## src/rtl/clkgen_pkg.sv

```systemverilog
// Package: shared source encoding for the clock control unit.
// Assumes four oscillator inputs indexed by a two-bit code.
package clkgen_pkg;
    localparam int SRC_W   = 2;
    localparam int NUM_SRC = 4;

    typedef enum logic [SRC_W-1:0] {
        SRC_WDOG = 2'd0,
        SRC_RC   = 2'd1,
        SRC_XTAL = 2'd2,
        SRC_EXT  = 2'd3
    } osc_src_e;
endpackage

```

## src/rtl/ccu_src_select.sv

```systemverilog
// Source selector: captures the configured code during reset, keeps the
// active source and steers the matching oscillator tick to the divider.
// Assumes switch_now comes from the divider terminal count, so the source
// only changes between whole CPU clock periods.
module ccu_src_select
    import clkgen_pkg::*;
(
    input  logic               clk,
    input  logic               rst_n,
    input  logic [SRC_W-1:0]   cfg_code,
    input  logic               rc_force,
    input  logic               switch_now,
    input  logic [NUM_SRC-1:0] osc_tick,
    output osc_src_e           act_src,
    output logic               sel_tick
);
    osc_src_e cfg_q;
    osc_src_e want_src;

    // Purpose: latch configuration code while reset is held.
    always_ff @(posedge clk) begin
        if (!rst_n) cfg_q <= osc_src_e'(cfg_code);
    end

    // Purpose: pick the requested source, RC override first.
    always_comb begin
        want_src = rc_force ? SRC_RC : cfg_q;
    end

    // Purpose: hand over to the requested source at terminal count only.
    always_ff @(posedge clk) begin
        if (!rst_n)          act_src <= osc_src_e'(cfg_code);
        else if (switch_now) act_src <= want_src;
    end

    // Purpose: route the active oscillator tick.
    always_comb begin
        sel_tick = osc_tick[act_src];
    end
endmodule

```

## src/rtl/ccu_divider.sv

```systemverilog
// Programmable divider: divide value 0 passes ticks straight through,
// value M gives one CPU enable per 2*M ticks. A new value is adopted
// at terminal count. Assumes tick is a one-cycle pulse.
module ccu_divider #(
    parameter int DIV_W = 8
) (
    input  logic             clk,
    input  logic             rst_n,
    input  logic             tick,
    input  logic [DIV_W-1:0] div_req,
    output logic             term,
    output logic             cpu_en
);
    localparam int CNT_W = DIV_W + 1;

    logic [DIV_W-1:0] div_act;
    logic [CNT_W-1:0] cnt;
    logic [CNT_W-1:0] limit;

    // Purpose: last count of a divided period (2*M - 1).
    always_comb begin
        limit = {div_act, 1'b0} - CNT_W'(1);
        term  = tick && ((div_act == '0) || (cnt == limit));
    end

    // Purpose: count ticks, emit enable and reload at terminal count.
    always_ff @(posedge clk) begin
        if (!rst_n) begin
            cnt     <= '0;
            div_act <= '0;
            cpu_en  <= 1'b0;
        end else begin
            cpu_en <= term;
            if (term) begin
                cnt     <= '0;
                div_act <= div_req;
            end else if (tick) begin
                cnt <= cnt + CNT_W'(1);
            end
        end
    end
endmodule

```

## src/rtl/ccu_phase_out.sv

```systemverilog
// Phase outputs: splits CPU enables into alternating peripheral and
// machine-cycle strobes and drives the half-rate clock output.
// Assumes allow already folds in enable and crystal-free conditions.
module ccu_phase_out (
    input  logic clk,
    input  logic rst_n,
    input  logic cpu_en,
    input  logic allow,
    output logic pclk_en,
    output logic mcyc_stb,
    output logic clkout
);
    logic ph;

    // Purpose: track CPU clock parity and emit half-rate strobes.
    always_ff @(posedge clk) begin
        if (!rst_n) begin
            ph       <= 1'b0;
            pclk_en  <= 1'b0;
            mcyc_stb <= 1'b0;
        end else begin
            ph       <= ph ^ cpu_en;
            pclk_en  <= cpu_en && !ph;
            mcyc_stb <= cpu_en && ph;
        end
    end

    // Purpose: toggle the clock output per CPU clock, or hold it low.
    always_ff @(posedge clk) begin
        if (!rst_n)     clkout <= 1'b0;
        else if (allow) clkout <= clkout ^ cpu_en;
        else            clkout <= 1'b0;
    end
endmodule

```

## src/rtl/clk_ctrl_unit.sv

```systemverilog
// Clock control unit top: holds the control bits, selects the oscillator,
// divides it into CPU enables and derives the half-rate outputs.
// Assumes all oscillators arrive as ticks synchronous to clk.
module clk_ctrl_unit
    import clkgen_pkg::*;
#(
    parameter int DIV_W = 8
) (
    input  logic               clk,
    input  logic               rst_n,
    input  logic [NUM_SRC-1:0] osc_tick,
    input  logic [SRC_W-1:0]   cfg_src,
    input  logic               ctl_we,
    input  logic               ctl_rc_force,
    input  logic               ctl_clkout_en,
    input  logic [DIV_W-1:0]   ctl_div,
    input  logic               rtc_on_xtal,
    input  logic               wdt_on_xtal,
    output logic               cpu_en,
    output logic               pclk_en,
    output logic               mcyc_stb,
    output logic               clkout
);
    logic             rc_q;
    logic             ce_q;
    logic [DIV_W-1:0] div_q;
    osc_src_e         act_src;
    logic             sel_tick;
    logic             div_term;
    logic             allow;

    // Purpose: control register bits written by the CPU.
    always_ff @(posedge clk) begin
        if (!rst_n) begin
            rc_q  <= 1'b0;
            ce_q  <= 1'b0;
            div_q <= '0;
        end else if (ctl_we) begin
            rc_q  <= ctl_rc_force;
            ce_q  <= ctl_clkout_en;
            div_q <= ctl_div;
        end
    end

    // Purpose: clock output permitted only while the crystal is free.
    always_comb begin
        allow = ce_q && (act_src != SRC_XTAL) && !rtc_on_xtal && !wdt_on_xtal;
    end

    ccu_src_select u_sel (
        .clk       (clk),
        .rst_n     (rst_n),
        .cfg_code  (cfg_src),
        .rc_force  (rc_q),
        .switch_now(div_term),
        .osc_tick  (osc_tick),
        .act_src   (act_src),
        .sel_tick  (sel_tick)
    );

    ccu_divider #(.DIV_W(DIV_W)) u_div (
        .clk    (clk),
        .rst_n  (rst_n),
        .tick   (sel_tick),
        .div_req(div_q),
        .term   (div_term),
        .cpu_en (cpu_en)
    );

    ccu_phase_out u_ph (
        .clk     (clk),
        .rst_n   (rst_n),
        .cpu_en  (cpu_en),
        .allow   (allow),
        .pclk_en (pclk_en),
        .mcyc_stb(mcyc_stb),
        .clkout  (clkout)
    );
endmodule

```

## config.mk

```make
export PLATFORM = sky130hd
export DESIGN_NAME = clk_ctrl_unit
export DESIGN_NICKNAME = d
export VERILOG_FILES = /design/src/rtl/clkgen_pkg.sv /design/src/rtl/ccu_src_select.sv /design/src/rtl/ccu_divider.sv /design/src/rtl/ccu_phase_out.sv /design/src/rtl/clk_ctrl_unit.sv
export SDC_FILE = /design/constraint.sdc
export NUM_CORES = 1
export LEC_CHECK = 0
export CAP_MARGIN = 20
export CORE_MARGIN = 10
export CORE_UTILIZATION = 43
export CTS_CLUSTER_SIZE = 30
export DETAILED_ROUTE_END_ITERATION = 12
export GPL_TIMING_DRIVEN = 0
export PLACE_DENSITY = 0.74
export SYNTH_ARGS = -nofsm -noshare
export SYNTH_HDL_FRONTEND = slang
export SYNTH_SLANG_ARGS = --single-unit
```

## constraint.sdc

```tcl
create_clock -name clk -period 3.46 [get_ports clk]
set_clock_uncertainty 0.2 [all_clocks]
set_input_delay 0.865 -clock clk [delete_from_list [all_inputs] [get_ports clk]]
set_output_delay 0.865 -clock clk [all_outputs]
set_load 0.02 [all_outputs]
```

; ---- Yosys cells after proc, flatten, opt, wreduce, memory -nomap -nowiden
; Cells that the tools add are included.
; W data, S select, Z words.
[word_totals]
register_bits = 36
[classes]
n_addsub = 2
magnitude_cmp = 1
n_eq_ne = 3
mux = 5
bitwise = 3
reduce_logical = 13
[ops]
columns = op, n
row1 = $add A9 B1 Y9 const B, 1
row2 = $eq A9 B9 Y1, 1
row3 = $sub A9 B1 Y9 const B, 1
row4 = $logic_not A8 Y1, 1
row5 = $logic_and A1 B1 Y1, 6
row6 = $mux W2, 3
row7 = $logic_not A1 Y1, 3
row8 = $lt A2 B3 Y1 const B, 1
row9 = $bmux W1 S2, 1
row10 = $ne A2 B1 Y1 const B, 1
row11 = $ne A2 B2 Y1 const B, 1
row12 = $reduce_and A2 Y1, 1
row13 = $reduce_or A2 Y1, 1
row14 = $xor A1 B1 Y1, 2
row15 = $logic_or A1 B1 Y1, 1
row16 = $mux W1, 1
row17 = $not A1 Y1, 1

; ---- Depth between registers and ports, before layout
; Gate-level depths: netlist of the first run.
[logic_depth]
depth_word = 6
ltp_mapped = 9
depth_no_buf = 8

; ---- Modules after synthesis
; From an unflattened synthesis of the first run, not the netlist that was laid out.
[unflattened]
cells_unflattened = 170
hier_area_um2 = 1722.9
[modules_own_cells]
columns = mod, instances, cells_per_inst, area_per_inst_um2
row1 = ccu_divider, 1, 113, 1013.5
row2 = clk_ctrl_unit, 1, 33, 389.1
row3 = ccu_src_select, 1, 12, 177.7
row4 = ccu_phase_out, 1, 12, 142.6

; ---- Worst setup path before layout of the first run
; No wires, ideal clock.
[synth_path]
path_type = input-to-reg
startpoint = in osc_tick[3]
endpoint = reg u_sel.act_src[0] (enable)
arrival_ns = 2.152
t_required_ns = 3.007
path_slack_ns = 0.855
stages = 5
n_path_buf = 1
path_cell_list = mux4_2 clkbuf_1 nand2_1 nand2_1 or2_1
[synth_between]
elab_chain_len = 4
[synth_rtl]
columns = element, line
row1 = from (decl), clk_ctrl_unit.sv:11  ; input logic [NUM_SRC-1:0] osc_tick,
row2 = $bmux W1 S2, ccu_src_select.sv:38  ; sel_tick = osc_tick[act_src];
row3 = $mux W1 (not written as such), ccu_src_select.sv:38
row4 = $logic_and A1 B1 Y1, ccu_divider.sv:23  ; term = tick && ((div_act == '0) || (cnt == limit));
row5 = $ne A2 B1 Y1 (no line), -
row6 = to (signal assigned), ccu_src_select.sv:32  ; if (!rst_n) act_src <= osc_src_e'(cfg_code);
row7 = to (signal assigned), ccu_src_select.sv:33  ; else if (switch_now) act_src <= want_src;
row8 = to (decl), ccu_src_select.sv:14  ; output osc_src_e act_src,
; Every way passes these cells. The select of a mux whose other input is x is not followed.
; A chain may end at the register's enable or synchronous reset.

; ---- Worst setup path in the final report of the first run
[layout_path]
startpoint = in osc_tick[3]
endpoint = reg u_sel.act_src[1] (enable)
; Same word-level chain as after synthesis.

==> results of run 1 <==
layout make-up:
type,count,area [um^2]
fill,409,2010
multi-input combinational,155,1070
sequential,36,761
timing repair buffer,22,220
clock buffer,6,72.6
buffer,12,65.1
tap,52,65.1
clock inverter,2,35.0
inverter,6,22.5
per-stage QoR:
stage	power, mW	hold WS [ns]	worst slack, ns
detailed placement	1.23	0.258	0.146
floorplan	1.08	0.227	0.855
global route	1.68	0.289	0.327
global placement	1.22	0.247	0.121
CTS	1.59	0.269	0.443
finish	1.59	0.263	0.431
kinds of logic (layout without fill, tap and decap cells):
group	after synthesis	in the layout
simple gates	93	93
xor+xnor	18	18
fa+ha+maj	4	4
flops	36	36
compound gates	26	26
mux	14	14
buf+inv	18	48
critical path, cell delays in order:
cell,delay [ns]
clkdlybuf4s50_1,0.39
mux4_2,0.45
clkbuf_1,0.20
nand2_1,0.30
nand2_1,0.31
or2_1,0.35
cell usage after synthesis (all sizes together):
library cell	instances	area share [%]
dfxtp	32	33
nor2	28	5.6
nand2	18	3.5
nor3	14	3.9
mux2i	12	6.9
nand3	11	2.9
nand4	9	2.9
xnor2	9	4.1
xor2	9	4.1
a211o	8	3.9
clkbuf	7	1.4
a31oi	6	2.0
inv	6	1.2
and2	5	1.6
buf	5	2.0
edfxtp	4	6.3
ha	4	2.6
a21oi	3	1.4
o2111ai	3	1.7
a211oi	2	0.78
and4	2	0.91
nor4	2	0.65
a22o	1	0.46
a41o	1	0.52
and3	1	0.33
and4b	1	0.72
mux2	1	0.59
mux4	1	1.2
o21a	1	0.39
o31ai	1	1.1
or2	1	0.33
or4b	1	0.72
state kept, by name (all words and copies together), names as in the netlist:
register / cells
u_sel.act_src: 2
u_ph.pclk_en: 1
u_sel.cfg_q: 2
ce_q: 1
u_div.cnt: 9
u_div.cpu_en: 1
div_q: 8
rc_q: 1
u_ph.ph: 1
u_div.div_act: 8
u_ph.clkout: 1
u_ph.mcyc_stb: 1
how the worst min path moves through the flow:
stage               startpoint          end  slack, ns  cells past startpoint
global route              ce_q  u_ph.clkout       0.29                      2
global placement          ce_q  u_ph.clkout       0.25                      2
CTS                       ce_q  u_ph.clkout       0.27                      2
finish                    ce_q  u_ph.clkout       0.26                      2
floorplan                 ce_q  u_ph.clkout       0.23                      2
detailed placement        ce_q  u_ph.clkout       0.26                      2
power by group through the flow:
stage          sequential, mW  combinational [mW]  clock [mW]
6_report                0.558               0.664       0.366
5_1_grt                 0.568               0.730       0.386
2_1_floorplan           0.563               0.514           0
4_1_cts                 0.559               0.663       0.369
3_3_place_gp            0.566               0.652           0
3_5_place_dp            0.568               0.658           0
layer usage:
layer,up-vias,share of wire (%),track usage (%)
met5,-,0,0
met2,44,47,18.6
met4,0,1.0,4.27
li1,806,-,-
met1,732,46,14.1
met3,4,6.2,3.66
==> out/summary.txt, run 1 <==
Outcome = finished, final reports clean
YS warnings = 0
GRT overflow = 0
Kind of critical path = input port to flop
CP required = 3.30 ns
Fin. max-slew vios = 0
Antenna viol nets, final = 0
R2r startpoint = u_div.div_act[0]
CTS Buffer Depth = 2
Flop-to-flop setup slack = 0.60 ns
Max Clk Rate = 330 MHz
Yosys cell types = 41
Peak supply drop = 352 uV
Syn_area_per_cell = 9.18 um^2
Gate power share = 41.8%
Final WL = 4210 um
XOR/XNOR share of the synthesized area = 8.21%
# placed instances = 283
Initial Util = 44.4%
Vias per cell = 5.45
GRT Util Overall = 11.6%
First-pass GRT wire length = 7220 um
Num rows = 24
Die Y = 86.8 um
Antenna violations before repair = 0
H-Tree Depth = 2
Detailed-route DRC error count = 0
Leakage = 0.866 nW
RSZ-0062 raised after global routing = no
Synth Register Bits = 36
NetSw = 0.577 mW
Crit end category = flop
Worst-path clk slew = 0.07 ns
Share of cells above drive strength 1 = 10.5%
GP Congestion = 0.869
Largest family of logic cells by synthesized area = simple AND/OR/NAND/NOR gates
Final hold vios = 0
Sequential share of power = 35.1%
P_int = 1.01 mW
Dpl hpwl = 3090 um
Hold_buf cts = 0
CTS tree = built
Max cap viols = 0
Worst R2R End = u_sel.act_src[1]
Tcrit/Tclk final = 87.5%
Core area = 4320 um^2
Final Util = 53.5%
WL per Instance = 14.5 um
Root Driver = clkbuf_8
Inserted Clock Buffers = 5
1st-iter DRT viols = 92
Buffers on Ports = 22
Synth Instances = 209
Die X = 86.8 um
Clk Latency, worst-skew pair = 0.29 ns
Final setup vio count = 0
Layout Cells excl Fill = 291
Num ports = 25
# nets final = 263
Largest net degree at the start of global routing = 12
Tightest Pin Transition = 0.689 ns
Switching portion of total power = 36.3%
Synth Cell Area = 1920 um^2
Antenna diodes = 0
Vias in the first global route = 1590
CTS resizes = 0
Pwr dens = 687 nW/um^2
Adder-Cell Fraction of Synth Area = 2.61%
Simple-Gate Fraction of Synth Area = 24.1%
Post-synthesis net count = 234
CP endpoint = u_sel.act_src[1]
Drt first pass iters = 4
CP Data Arrival Time = 2.87 ns
Clock Sinks = 36
Setup Buffers After CTS = 0
Clock Power Share = 23.0%
Most frequent cells in the layout = dfxtp_1 (32), nor2_1 (27), clkdlybuf4s50_1 (22)
Synth Area in Compound Gates = 12.2%
DIE AREA = 7540 um^2
Vias after detailed routing = 1586
Most common cell after layout, fill and taps aside = dfxtp_1
Worst min path class = flop to flop
R2R depth = 7
Area Growth Syn to Fin = 20.5%
Setup TNS = 0 ns
CP Launch Type = input port
Multiplexer share of the synthesized area = 8.67%
Final worst path period need = 3.03 ns
Post-route design area = 2310 um^2
Worst slew margin = 54.0%
Worst Path Max Fanout = 10
CP Launch Point = osc_tick[3]
Sequential fraction of the synthesis area = 39.6%
Placed Area = 2200 um^2
No activity file was read; power rests on OpenSTA's default activity.
==> run 2, diff against run 1 <==
CAP_MARGIN = 10   (was 20)
==> results of run 2 <==
Same layout as run 1: the final DEF is identical, and so are final timing and power.
==> run 3, diff against run 2 <==
clock period = 2.8 ns   (was 3.46 ns; I/O delays follow)
==> run 3 against run 2 <==
Clock power up 24%. Non-clock buffer count up 3. Die area unchanged. First-iteration DRC count up 27%. Routed wire length up 3.2%. Worst hold slack about the same. Combinational power up 28%. Sequential share of layout area down 0.66 points. Core utilization up 1.1 points. Global-route usage up 0.12 points. Largest power group unchanged. Sequential power up 24%.
==> out/summary.txt, run 3 (synthesized netlist as in run 1, its figures left out) <==
Die Y = 86.8 um (unchanged)
Antenna diodes = 0 (unchanged)
Final WL = 4340 um (+3.2%)
Most common cell after layout, fill and taps aside = dfxtp_1
Worst slack, placed = -0.349 ns (-0.495 ns)
Kind of critical path = flop to flop
Hold_buf cts = 0 (unchanged)
Initial Util = 44.4% (unchanged)
First-pass GRT wire length = 7280 um (+0.86%)
Worst min path class = flop to flop
Final worst path period need = 2.68 ns
1st-iter DRT viols = 117 (+27%)
CTS Buffer Depth = 2 (unchanged)
Buffers on Ports = 22 (unchanged)
CP required = 2.65 ns (-0.65 ns)
Vias after detailed routing = 1619 (+2.1%)
CP Launch Type = flop
RSZ-0062 raised after global routing = no
Vias per cell = 5.51 (+1.0%)
Largest Register = u_div.cnt
DIE AREA = 7540 um^2 (unchanged)
Max reg flops = 9 (unchanged)
Final hold vios = 0 (unchanged)
Worst-path clk slew = 0.07 ns (about the same)
Worst Path Max Fanout = 8 (-2)
Area Growth Syn to Fin = 22.9%
Worst slew margin = 54.0% (unchanged)
GR peak layer = met2
Tcrit/Tclk final = 95.7%
Worst-path cell chain = inv_1 > ha_2 > or4b_4 > and4b_4 > o31ai_4 > a21oi_4 > or2_1
Largest registers = u_div.cnt (9), div_q (8), u_div.div_act (8)
Worst path max stage delay = 0.51 ns (+0.06 ns)
GRT overflow = 0 (unchanged)
GP Congestion = 0.869 (unchanged)
H-Tree Depth = 2 (unchanged)
Antenna viol nets, final = 0 (unchanged)
Largest net degree at the start of global routing = 12 (unchanged)
Drt first pass iters = 4 (unchanged)
Leakage = 0.881 nW (+1.7%)
Final setup vio count = 0 (unchanged)
Fin. max-slew vios = 0 (unchanged)
Clk Latency, worst-skew pair = 0.29 ns (about the same)
Slowest cell on crit path = or4b_4
Peak supply drop = 436 uV (+24%)
Clock Sinks = 36 (unchanged)
Crit end category = flop
Outcome = finished, final reports clean
Dpl hpwl = 3090 um (unchanged)
Num rows = 24 (unchanged)
WL per Instance = 14.8 um (+2.2%)
Max cap viols = 0 (unchanged)
Die X = 86.8 um (unchanged)
Antenna violations before repair = 0 (unchanged)
GR Util met3 = 3.85% (+0.19 points)
Num ports = 25 (unchanged)
Setup ws final = 0.121 ns (-0.310 ns)
Setup TNS = 0 ns (unchanged)
Share of cells above drive strength 1 = 13.2% (+2.8 points)
CTS tree = built
GRT Util Overall = 11.7% (+0.12 points)
Core area = 4320 um^2 (unchanged)
# nets final = 266 (+1.1%)
Max Clk Rate = 373 MHz
Vias in the first global route = 1596 (+0.38%)
Root Driver = clkbuf_8
Most frequent cells in the layout = dfxtp_1 (32), nor2_1 (27), clkdlybuf4s50_1 (22)
Tightest Pin Transition = 0.689 ns (unchanged)
M1 GR Usage = 14.1% (-0.055 points)
CP Data Arrival Time = 2.53 ns (-0.34 ns)
Met2 usage = 18.9% (+0.33 points)
Inserted Clock Buffers = 5 (unchanged)
Pwr dens = 847 nW/um^2 (+23%)
Detailed-route DRC error count = 0 (unchanged)
-- run 3: power breakdown --
group	leakage (nW)	internal (mW)	switching, mW	total [mW]
sequential	0.301	0.611	0.0835	0.694
clock	0.0552	0.264	0.190	0.454
combinational	0.525	0.383	0.467	0.850
total	0.881	1.26	0.740	2.00
-- run 3: worst paths after layout --
check / to / slack (ns) / startpoint / cells after the start
max reg2reg: u_sel.act_src[1] / 0.12 / u_div.div_act[0] / 7
max: u_sel.act_src[1] / 0.12 / u_div.div_act[0] / 7
min reg2reg: u_ph.clkout / 0.26 / ce_q / 2
min: u_ph.clkout / 0.26 / ce_q / 2
-- run 3: through the flow --
| step | area, um^2 | power (mW) | std cells | util [%] | hold WS (ns) |
|---|---|---|---|---|---|
| finish | 2360 | 2.00 | 294 | 54.6 | 0.263 |
| global route | 2360 | 2.11 | 294 | 54.6 | 0.289 |
| CTS | 2340 | 1.96 | 294 | 54.1 | 0.269 |
| detailed placement | 2200 | 1.52 | 283 | 51.0 | 0.258 |
| global placement | 2200 | 1.50 | 283 | 51.0 | 0.247 |
| floorplan | 1920 | 1.33 | 209 | - | 0.227 |
-- run 3: area by class of cell --
class | instances | area, um^2
Clock buffer | 6 | 72.6
Timing Repair Buffer | 25 | 243
Sequential cell | 36 | 761
Clock inverter | 2 | 35.0
Inverter | 6 | 22.5
Tap cell | 52 | 65.1
Multi-Input combinational cell | 155 | 1100
Buffer | 12 | 65.1
Fill cell | 400 | 1960
-- run 3: timing repair --
action | CTS | global route
endpoints found under the hold margin | 0 | 0
buffers inserted | 3 | 0
endpoints found under the setup margin | 2 | 5
resized for setup | 1 | 4
pin swaps | 1 | 0
-- run 3: routing by layer --
metal	part of all wire, %	vias up
met2	47	52
met5	0	-
li1	-	818
met3	6.2	12
met4	1.8	0
met1	45	737
-- run 3: critical path, delay by kind of cell, from the launching register on --
| kind | cells | cell delay (ns) |
|---|---|---|
| buffers and inverters | 1 | 0.09 |
| adders and majority gates | 1 | 0.23 |
| AOI/OAI and AO/OA | 2 | 0.53 |
| DFF | 1 | 0.35 |
| and+or+nand+nor | 3 | 1.03 |
